File: src/rtl/wdog_pkg.sv
package wdog_pkg;
   typedef enum logic [1:0] {
      MODE_RST  = 2'b00,
      MODE_NREQ = 2'b01,
      MODE_NORM = 2'b10,
      MODE_LOWP = 2'b11
   } op_mode_e;

   localparam logic [1:0] CFG_RESISTOR = 2'b01;
   localparam logic [1:0] CFG_GROUNDED = 2'b10;
endpackage

File: src/rtl/wdog_cfg_latch.sv
module wdog_cfg_latch
   import wdog_pkg::*;
(
   input  logic       clk_i,
   input  logic       rst_ni,
   input  logic       in_reset_i,
   input  logic [1:0] cfg_code_i,
   output logic       off_o,
   output logic       fault_o
);
   logic off_q, fault_q;

   always_ff @(posedge clk_i or negedge rst_ni) begin
      if (!rst_ni) begin
         off_q   <= 1'b0;
         fault_q <= 1'b0;
      end else if (in_reset_i) begin
         off_q   <= (cfg_code_i == CFG_GROUNDED);
         fault_q <= (cfg_code_i != CFG_GROUNDED) && (cfg_code_i != CFG_RESISTOR);
      end
   end

   assign off_o   = off_q;
   assign fault_o = fault_q;


   cfg_hold_chk: assert property (@(posedge clk_i) disable iff (!rst_ni)
      !in_reset_i |=> $stable({off_q, fault_q}));


   cfg_excl_chk: assert property (@(posedge clk_i) disable iff (!rst_ni)
      !(off_q && fault_q));
endmodule

File: src/rtl/wdog_period_sel.sv
module wdog_period_sel #(
   parameter int RES_TICKS = 16,
   parameter int INT_TICKS = 24,
   parameter int PRESC_W   = 2,
   parameter int PER_W     = 8
) (
   input  logic               fault_i,
   input  logic [PRESC_W-1:0] presc_i,
   output logic [PER_W-1:0]   period_o,
   output logic [PER_W-1:0]   half_o
);
   localparam int NSEL = 1 << PRESC_W;

   if (RES_TICKS < 2 || (RES_TICKS % 2) != 0) begin : g_bad_res
      $error("RES_TICKS must be even and at least 2");
   end
   if (INT_TICKS < 2 || (INT_TICKS % 2) != 0) begin : g_bad_int
      $error("INT_TICKS must be even and at least 2");
   end
   if (PRESC_W < 1 || PRESC_W > 4) begin : g_bad_presc
      $error("PRESC_W must lie in 1..4");
   end

   logic [PER_W-1:0] res_tab [NSEL];
   logic [PER_W-1:0] int_tab [NSEL];

   for (genvar s = 0; s < NSEL; s++) begin : g_scale
      assign res_tab[s] = PER_W'(RES_TICKS << s);
      assign int_tab[s] = PER_W'(INT_TICKS << s);
   end

   always_comb begin
      period_o = fault_i ? int_tab[presc_i] : res_tab[presc_i];
      half_o   = period_o >> 1;
   end
endmodule

File: src/rtl/wdog_window_ctr.sv
module wdog_window_ctr #(
   parameter int PER_W = 8
) (
   input  logic             clk_i,
   input  logic             rst_ni,
   input  logic             run_i,
   input  logic             clear_i,
   input  logic [PER_W-1:0] period_i,
   input  logic [PER_W-1:0] half_i,
   output logic             req_o
);
   logic [PER_W-1:0] cnt_q;
   logic             req_q;
   logic             closed, last;

   always_comb begin
      closed = (cnt_q < half_i);
      last   = (cnt_q >= period_i - PER_W'(1));
   end

   always_ff @(posedge clk_i or negedge rst_ni) begin
      if (!rst_ni) begin
         cnt_q <= '0;
         req_q <= 1'b0;
      end else begin
         req_q <= 1'b0;
         if (!run_i) begin
            cnt_q <= '0;
         end else if (clear_i) begin
            cnt_q <= '0;
            req_q <= closed;
         end else if (last) begin
            cnt_q <= '0;
            req_q <= 1'b1;
         end else begin
            cnt_q <= cnt_q + PER_W'(1);
         end
      end
   end

   assign req_o = req_q;


   win_idle_quiet_chk: assert property (@(posedge clk_i) disable iff (!rst_ni)
      !run_i |=> (!req_q && cnt_q == '0));


   win_restart_chk: assert property (@(posedge clk_i) disable iff (!rst_ni)
      req_q |-> (cnt_q == '0));
endmodule

File: src/rtl/wdog_timeout_ctr.sv
module wdog_timeout_ctr #(
   parameter int TICKS = 40
) (
   input  logic clk_i,
   input  logic rst_ni,
   input  logic run_i,
   output logic req_o
);
   localparam int CW = (TICKS > 1) ? $clog2(TICKS) : 1;

   if (TICKS < 2) begin : g_bad_ticks
      $error("TICKS must be at least 2");
   end

   logic [CW-1:0] cnt_q;
   logic          req_q;

   always_ff @(posedge clk_i or negedge rst_ni) begin
      if (!rst_ni) begin
         cnt_q <= '0;
         req_q <= 1'b0;
      end else begin
         req_q <= 1'b0;
         if (!run_i) begin
            cnt_q <= '0;
         end else if (cnt_q == CW'(TICKS - 1)) begin
            cnt_q <= '0;
            req_q <= 1'b1;
         end else begin
            cnt_q <= cnt_q + CW'(1);
         end
      end
   end

   assign req_o = req_q;


   to_idle_chk: assert property (@(posedge clk_i) disable iff (!rst_ni)
      !run_i |=> (!req_q && cnt_q == '0));
endmodule

File: src/rtl/mode_window_wdog.sv
module mode_window_wdog
   import wdog_pkg::*;
#(
   parameter int RES_TICKS = 16,
   parameter int INT_TICKS = 24,
   parameter int NRQ_TICKS = 40,
   parameter int PRESC_W   = 2
) (
   input  logic               clk_i,
   input  logic               rst_ni,
   input  logic [1:0]         mode_i,
   input  logic               clear_i,
   input  logic [1:0]         cfg_code_i,
   input  logic [PRESC_W-1:0] presc_i,
   output logic               mcu_rst_o,
   output logic               wd_off_o,
   output logic               tb_fault_o
);
   localparam int BASE_MAX = (RES_TICKS > INT_TICKS) ? RES_TICKS : INT_TICKS;
   localparam int PER_MAX  = BASE_MAX << ((1 << PRESC_W) - 1);
   localparam int PER_W    = $clog2(PER_MAX + 1);

   op_mode_e         mode;
   logic             off, fault;
   logic             run_win, run_to;
   logic             win_req, to_req;
   logic [PER_W-1:0] period, half;

   assign mode    = op_mode_e'(mode_i);
   assign run_win = (mode == MODE_NORM) && !off;
   assign run_to  = (mode == MODE_NREQ);

   wdog_cfg_latch u_cfg (
      .clk_i      (clk_i),
      .rst_ni     (rst_ni),
      .in_reset_i (mode == MODE_RST),
      .cfg_code_i (cfg_code_i),
      .off_o      (off),
      .fault_o    (fault)
   );

   wdog_period_sel #(
      .RES_TICKS (RES_TICKS),
      .INT_TICKS (INT_TICKS),
      .PRESC_W   (PRESC_W),
      .PER_W     (PER_W)
   ) u_per (
      .fault_i  (fault),
      .presc_i  (presc_i),
      .period_o (period),
      .half_o   (half)
   );

   wdog_window_ctr #(.PER_W(PER_W)) u_win (
      .clk_i    (clk_i),
      .rst_ni   (rst_ni),
      .run_i    (run_win),
      .clear_i  (clear_i),
      .period_i (period),
      .half_i   (half),
      .req_o    (win_req)
   );

   wdog_timeout_ctr #(.TICKS(NRQ_TICKS)) u_nrq (
      .clk_i  (clk_i),
      .rst_ni (rst_ni),
      .run_i  (run_to),
      .req_o  (to_req)
   );

   assign mcu_rst_o  = win_req | to_req;
   assign wd_off_o   = off;
   assign tb_fault_o = fault;


   rst_src_excl_chk: assert property (@(posedge clk_i) disable iff (!rst_ni)
      $onehot0({win_req, to_req}));


   off_no_win_chk: assert property (@(posedge clk_i) disable iff (!rst_ni)
      off |=> !win_req);
endmodule

File: config.mk
export PLATFORM = sky130hd
export DESIGN_NAME = mode_window_wdog
export DESIGN_NICKNAME = d
export VERILOG_FILES = /design/src/rtl/wdog_pkg.sv /design/src/rtl/wdog_cfg_latch.sv /design/src/rtl/wdog_period_sel.sv /design/src/rtl/wdog_window_ctr.sv /design/src/rtl/wdog_timeout_ctr.sv /design/src/rtl/mode_window_wdog.sv
export SDC_FILE = /design/constraint.sdc
export NUM_CORES = 1
export LEC_CHECK = 0
export BUFFER_PORTS_ARGS = -buffer_cell sky130_fd_sc_hd__buf_2
export CAP_MARGIN = 5
export CORE_UTILIZATION = 35
export DETAILED_ROUTE_END_ITERATION = 10
export GPL_ROUTABILITY_DRIVEN = 0
export PLACE_DENSITY_LB_ADDON = 0.12
export SYNTH_ARGS = -nofsm -noshare
export SYNTH_HDL_FRONTEND = slang
export SYNTH_SLANG_ARGS = --single-unit
File: constraint.sdc
create_clock -name clk_i -period 2.2 [get_ports clk_i]
set_input_delay 0.11 -clock clk_i [delete_from_list [all_inputs] [get_ports clk_i]]
set_output_delay 0.11 -clock clk_i [all_outputs]
set_load 0.02 [all_outputs]
# After elaboration in Yosys (flattened, before gate mapping)
# Cells that the tools add are included.
[op_classes] n_addsub=3 magnitude_cmp=3 eq_ne=6 mux=17 n_bitwise=2 n_reduce_logical=4
[op_table] cell="8-bit two-way mux" count=8
[op_table] cell="8-bit binary-select mux with 2-bit select" count=2
[op_table] cell="6-bit two-way mux" count=2
[op_table] cell="8-bit by 1-bit adder with 8-bit output (second input constant)" count=1
[op_table] cell="8-bit greater-or-equal comparator" count=1
[op_table] cell="8-bit by 7-bit less-than comparator with 1-bit output" count=1
[op_table] cell="8-bit by 1-bit subtractor with 8-bit output (second input constant)" count=1
[op_table] cell="6-bit by 1-bit adder with 6-bit output (second input constant)" count=1
[op_table] cell="6-bit == test (second input constant)" count=1
[op_table] cell="1-bit two-way mux" count=5
[op_table] cell="2-bit == test (second input constant)" count=2
[op_table] cell="3-bit greater-or-equal comparator (second input constant)" count=1
[op_table] cell="2-bit NOT with 3-bit output" count=1
[op_table] cell="2-bit by 1-bit == test with 1-bit output (second input constant)" count=1
[op_table] cell="1-bit logical AND" count=2
[op_table] cell="2-bit zero test" count=1
[op_table] cell="2-bit by 1-bit inequality test with 1-bit output (second input constant)" count=1
[op_table] cell="2-bit inequality test (second input constant)" count=1
[op_table] cell="1-bit zero test" count=1
[op_table] cell="1-bit bitwise OR" count=1
[totals] ff_bits=18 in_bits=9 out_inout_bits=3 word_cells=41

# Depth between registers and ports, before layout
[depth] ltp_word=10 depth_mapped=10 mapped_depth_nobuf=10

# Modules after synthesis
# From an unflattened synthesis, not the netlist that was laid out.
[unflattened] hier_cells=153 area_unflattened_um2=1438.9
[by_module_without_submodules] mod="wdog_window_ctr" instances=1 cells_per_inst=93 area_per_inst_um2=833.3
[by_module_without_submodules] mod="wdog_timeout_ctr" instances=1 cells_per_inst=26 area_per_inst_um2=299.0
[by_module_without_submodules] mod="wdog_period_sel" instances=1 cells_per_inst=24 area_per_inst_um2=186.4
[by_module_without_submodules] mod="wdog_cfg_latch" instances=1 cells_per_inst=6 area_per_inst_um2=88.8
[by_module_without_submodules] mod="mode_window_wdog" instances=1 cells_per_inst=4 area_per_inst_um2=31.3

# Least setup slack after synthesis
# Ideal clock, no wire load.
[synth_path] path_kind="register to register" startpoint="reg u_cfg.fault_q (netlist: u_cfg.fault_o)" endpoint="reg u_win.cnt_q[2]" setup_time_ps=72 arrival_ps=2141 setup_slack_ps=-14 path_stages_with_launch=10 n_path_buf=1 synth_period_minus_slack_ps=2214 path_cell_list="dfrtp_1 > buf_2 > mux2i_1 > nand3b_1 > xnor2_1 > ha_1 > nand3_1 > a21oi_1 > a2111o_1 > nor2_1"
[synth_via] elab_chain_cells=6
[synth_lines] item="from (decl)" line="wdog_cfg_latch.sv:11" text="logic off_q, fault_q;"
[synth_lines] item="from (signal assigned)" line="wdog_cfg_latch.sv:19" text="fault_q <= (cfg_code_i != CFG_GROUNDED) && (cfg_code_i != CFG_RESISTOR);"
[synth_lines] item="8-bit two-way mux" line="wdog_period_sel.sv:33" text="period_o = fault_i ? int_tab[presc_i] : res_tab[presc_i];"
[synth_lines] item="8-bit by 1-bit subtractor with 8-bit output" line="wdog_window_ctr.sv:18" text="last = (cnt_q >= period_i - PER_W'(1));"
[synth_lines] item="8-bit greater-or-equal comparator" line="wdog_window_ctr.sv:18"
[synth_lines] item="8-bit two-way mux" line="wdog_window_ctr.sv:32" text="end else if (last) begin"
[synth_lines] item="8-bit two-way mux" line="wdog_window_ctr.sv:29" text="end else if (clear_i) begin"
[synth_lines] item="8-bit two-way mux" line="wdog_window_ctr.sv:27" text="if (!run_i) begin"
[synth_lines] item="to (signal assigned)" line="wdog_window_ctr.sv:36" text="cnt_q <= cnt_q + PER_W'(1);"
[synth_lines] item="to (decl)" line="wdog_window_ctr.sv:12" text="logic [PER_W-1:0] cnt_q;"
# Every way passes these cells.
# A chain may end at the register's enable or synchronous reset.

# Worst setup path after layout
[layout_path] startpoint="reg u_cfg.fault_q (netlist: u_cfg.fault_o)" endpoint="reg u_win.cnt_q[6]"
# Same word-level chain as after synthesis.

==> results.cfg <==
[status]
status = finished clean

[cells_and_area]
nFillCells = 322
stdcell_area_um2 = 1413
syn_to_final_growth_pct = 21.53
n_antenna_cell = 0
fin_util = 0.4552
drive_gt1_frac = 0.2571
fin_nets = 166
final_common_cell = nor2_1
layout_common_cells = 20 x nor2_1, 17 x dfrtp_1, 16 x ha_1

[global_routing]
overflow = 0
antenna_found_initial = 0
grt_max_degree = 19
grt_pass1_wl_um = 3857
grt.total_usage = 0.1483
grt_pass1_vias = 851

[worst_hold_path]
min_path_cells = 3
min-delay-start = clear_i
whs_endpoint = u_win.req_o$_DFF_PN0_
hold_class = in -> reg

[timing]
tightest_slew_ns = 0.4150
finalHoldViolCount = 0
fin_skew_ns = 0.01326
hold_ws_ns = 0.1157
fmax_mhz = 459.8
rsz0062_at_grt = true
setup_viol = 0
slew_violations = 0
period_needed_ns = 2.175
slew_headroom = 0.7234
min_period_over_period = 0.9886

[clocking]
numCtsBuffers = 3
htree_num_levels = 1
cts_tree = done
cts_root_buf = clkbuf_4
clock_path_buffers = 2
cts_num_sinks = 18
clkTransAtPathRegs_ns = 0.12
insertion_delay_ns = 0.31

[synthesis]
synth_area_leader_cell = dfrtp_1
syn_avg_cell_area_um2 = 9.851
synth_ff_type = dfrtp_1
ys_types = 31
synth_top_area_share = 0.3875
synth_nets = 143
synthTopCellsByArea = dfrtp_1 39%, ha_1 17%, nor2_1 7.1%
async_flop_share = 1.000
yosysSeqAreaShare = 0.3875
ys_seq_elements = 18
syn-cell-area_um2 = 1162
netlist_instances = 118
synth_edf_count = 0
ys_warn_count = 0

[setup_path]
crit_path_end_kind = flop
cp_common_cell = nor2_1
cpPeakStageDelay_ns = 0.54
reg2reg_depth = 8
arrival_ns = 2.40
reg2reg_to = u_win.cnt_q[6]$_DFF_PN0_
cpMaxStageDelayCell = a2111o_1
cp.required_ns = 2.43
crit_chain = buf_4, nor2_1, o21ai_0, o211ai_1, ha_1, a21o_2, a2111o_1, nor2_1
critical_path.max_fanout = 8
r2r_setup_slack_ns = 0.02
start_kind = flop
path_class = reg -> reg
r2r_start = u_cfg.fault_o$_DFFE_PN0N_

[pwr]
cellLeakagePower_nw = 0.6756
peakVddDrop_mv = 0.2687
powerDensity_nw_per_um2 = 539.7

[floorplanning]
dieArea_um2 = 3556
row_count = 20
die_x_um = 59.63
die_h_um = 59.63
start_util = 0.3746
coreArea_um2 = 3103
io_pins = 12

[routing]
first_iter_violations = 21
wl_um = 2189
detail_route.vias_per_cell = 4.810
ant_nets = 0
drt-pass1-iter-count = 6
drc = 0
wl_per_cell_um = 11.90
vias = 885

[placement]
placed_area_um2 = 1290
dp.final_hpwl_um = 1670
io_buffers = 11

[job]
cap_violations = 0
## cells by family after synthesis
| group | after synthesis | synth area share |
|---|---|---|
| flops | 18 | 0.3875 |
| xor+xnor | 12 | 0.09042 |
| simple gates | 46 | 0.2024 |
| fa+ha+maj | 16 | 0.1722 |
| mux | 5 | 0.04521 |
| compound gates | 12 | 0.07213 |
| buf+inv | 9 | 0.03014 |
## timing repair
action,CTS,global route
cloned,0,0
endpoints found under the setup margin,8,8
pin swaps,0,11
hold buffers,1,0
gates resized for setup,1,11
setup buffers,0,4
endpoints found under the hold margin,18,0
## layer usage
metal,track usage,part of all wire,routed length [µm]
met5,0,0,0
met4,0.03987,0,0
met3,0.03930,0.026,58
met2,0.2327,0.47,1035
met1,0.2019,0.50,1095
## critical path, delay by kind of cell (launching register included)
kind                       cells  cell delay (ns)
and+or+nand+nor                2             0.24
DFF                            1             0.48
AOI/OAI and AO/OA              4             0.93
buffers and inverters          1             0.17
adders and majority gates      1             0.28
## synthesized netlist by cell type (all sizes together) (2+ instances only)
master   n
a21oi    4
ha      16
mux2     2
inv      8
nor2    22
nand3    7
and3     2
xnor2    6
xor2     6
nand2b   4
mux2i    3
dfrtp   18
nand4    2
## worst max path at each step
stage	startpoint	to	slack (ns)	cells past startpoint
6_report	u_cfg.fault_o$_DFFE_PN0N_	u_win.cnt_q[6]$_DFF_PN0_	0.02	8
5_1_grt	u_cfg.fault_o$_DFFE_PN0N_	u_win.cnt_q[0]$_DFF_PN0_	-0.05	7
4_1_cts	u_cfg.fault_o$_DFFE_PN0N_	u_win.cnt_q[6]$_DFF_PN0_	0.004	8
3_5_place_dp	presc_i[0]	u_win.cnt_q[6]$_DFF_PN0_	-0.10	11
3_3_place_gp	presc_i[0]	u_win.cnt_q[7]$_DFF_PN0_	-0.03	11
2_1_floorplan	u_cfg.fault_o$_DFFE_PN0N_	u_win.cnt_q[2]$_DFF_PN0_	0.03	9
## layout make-up
| cell class | instances | area (µm²) | share of cell area |
|---|---|---|---|
| inverter | 8 | 30.03 | 0.02126 |
| sequential | 18 | 451.7 | 0.3198 |
| tap | 44 | 55.05 | 0.03897 |
| timing repair buffer | 19 | 125.1 | 0.08857 |
| multi-input combinational | 91 | 714.4 | 0.5058 |
| clock buffer | 4 | 36.28 | 0.02569 |
## through the flow
step                      setup slack, ns  TNS [ns]  instances  total power [W]
after floorplan                   0.02906         0        118        0.0004562
after global placement           -0.03278   -0.1579        175        0.0005028
after detailed placement          -0.1035   -0.6861        175        0.0005079
after CTS                        0.003766         0        180        0.0007289
after global routing             -0.05456   -0.2750        184        0.0008079
final                             0.02500         0        184        0.0007624
## power breakdown
| part | internal, W | switching [W] |
|---|---|---|
| logic | 0.000100 | 0.0000942 |
| clock network | 0.000101 | 0.000113 |
| registers | 0.000341 | 0.0000130 |
## registers in the layout (all words and copies together), names as in the netlist
signal	cells
u_cfg.fault_o	1
u_cfg.off_o	1
u_nrq.cnt_q	6
u_nrq.req_o	1
u_win.cnt_q	8
u_win.req_o	1
(Power assumes the default switching activity.)
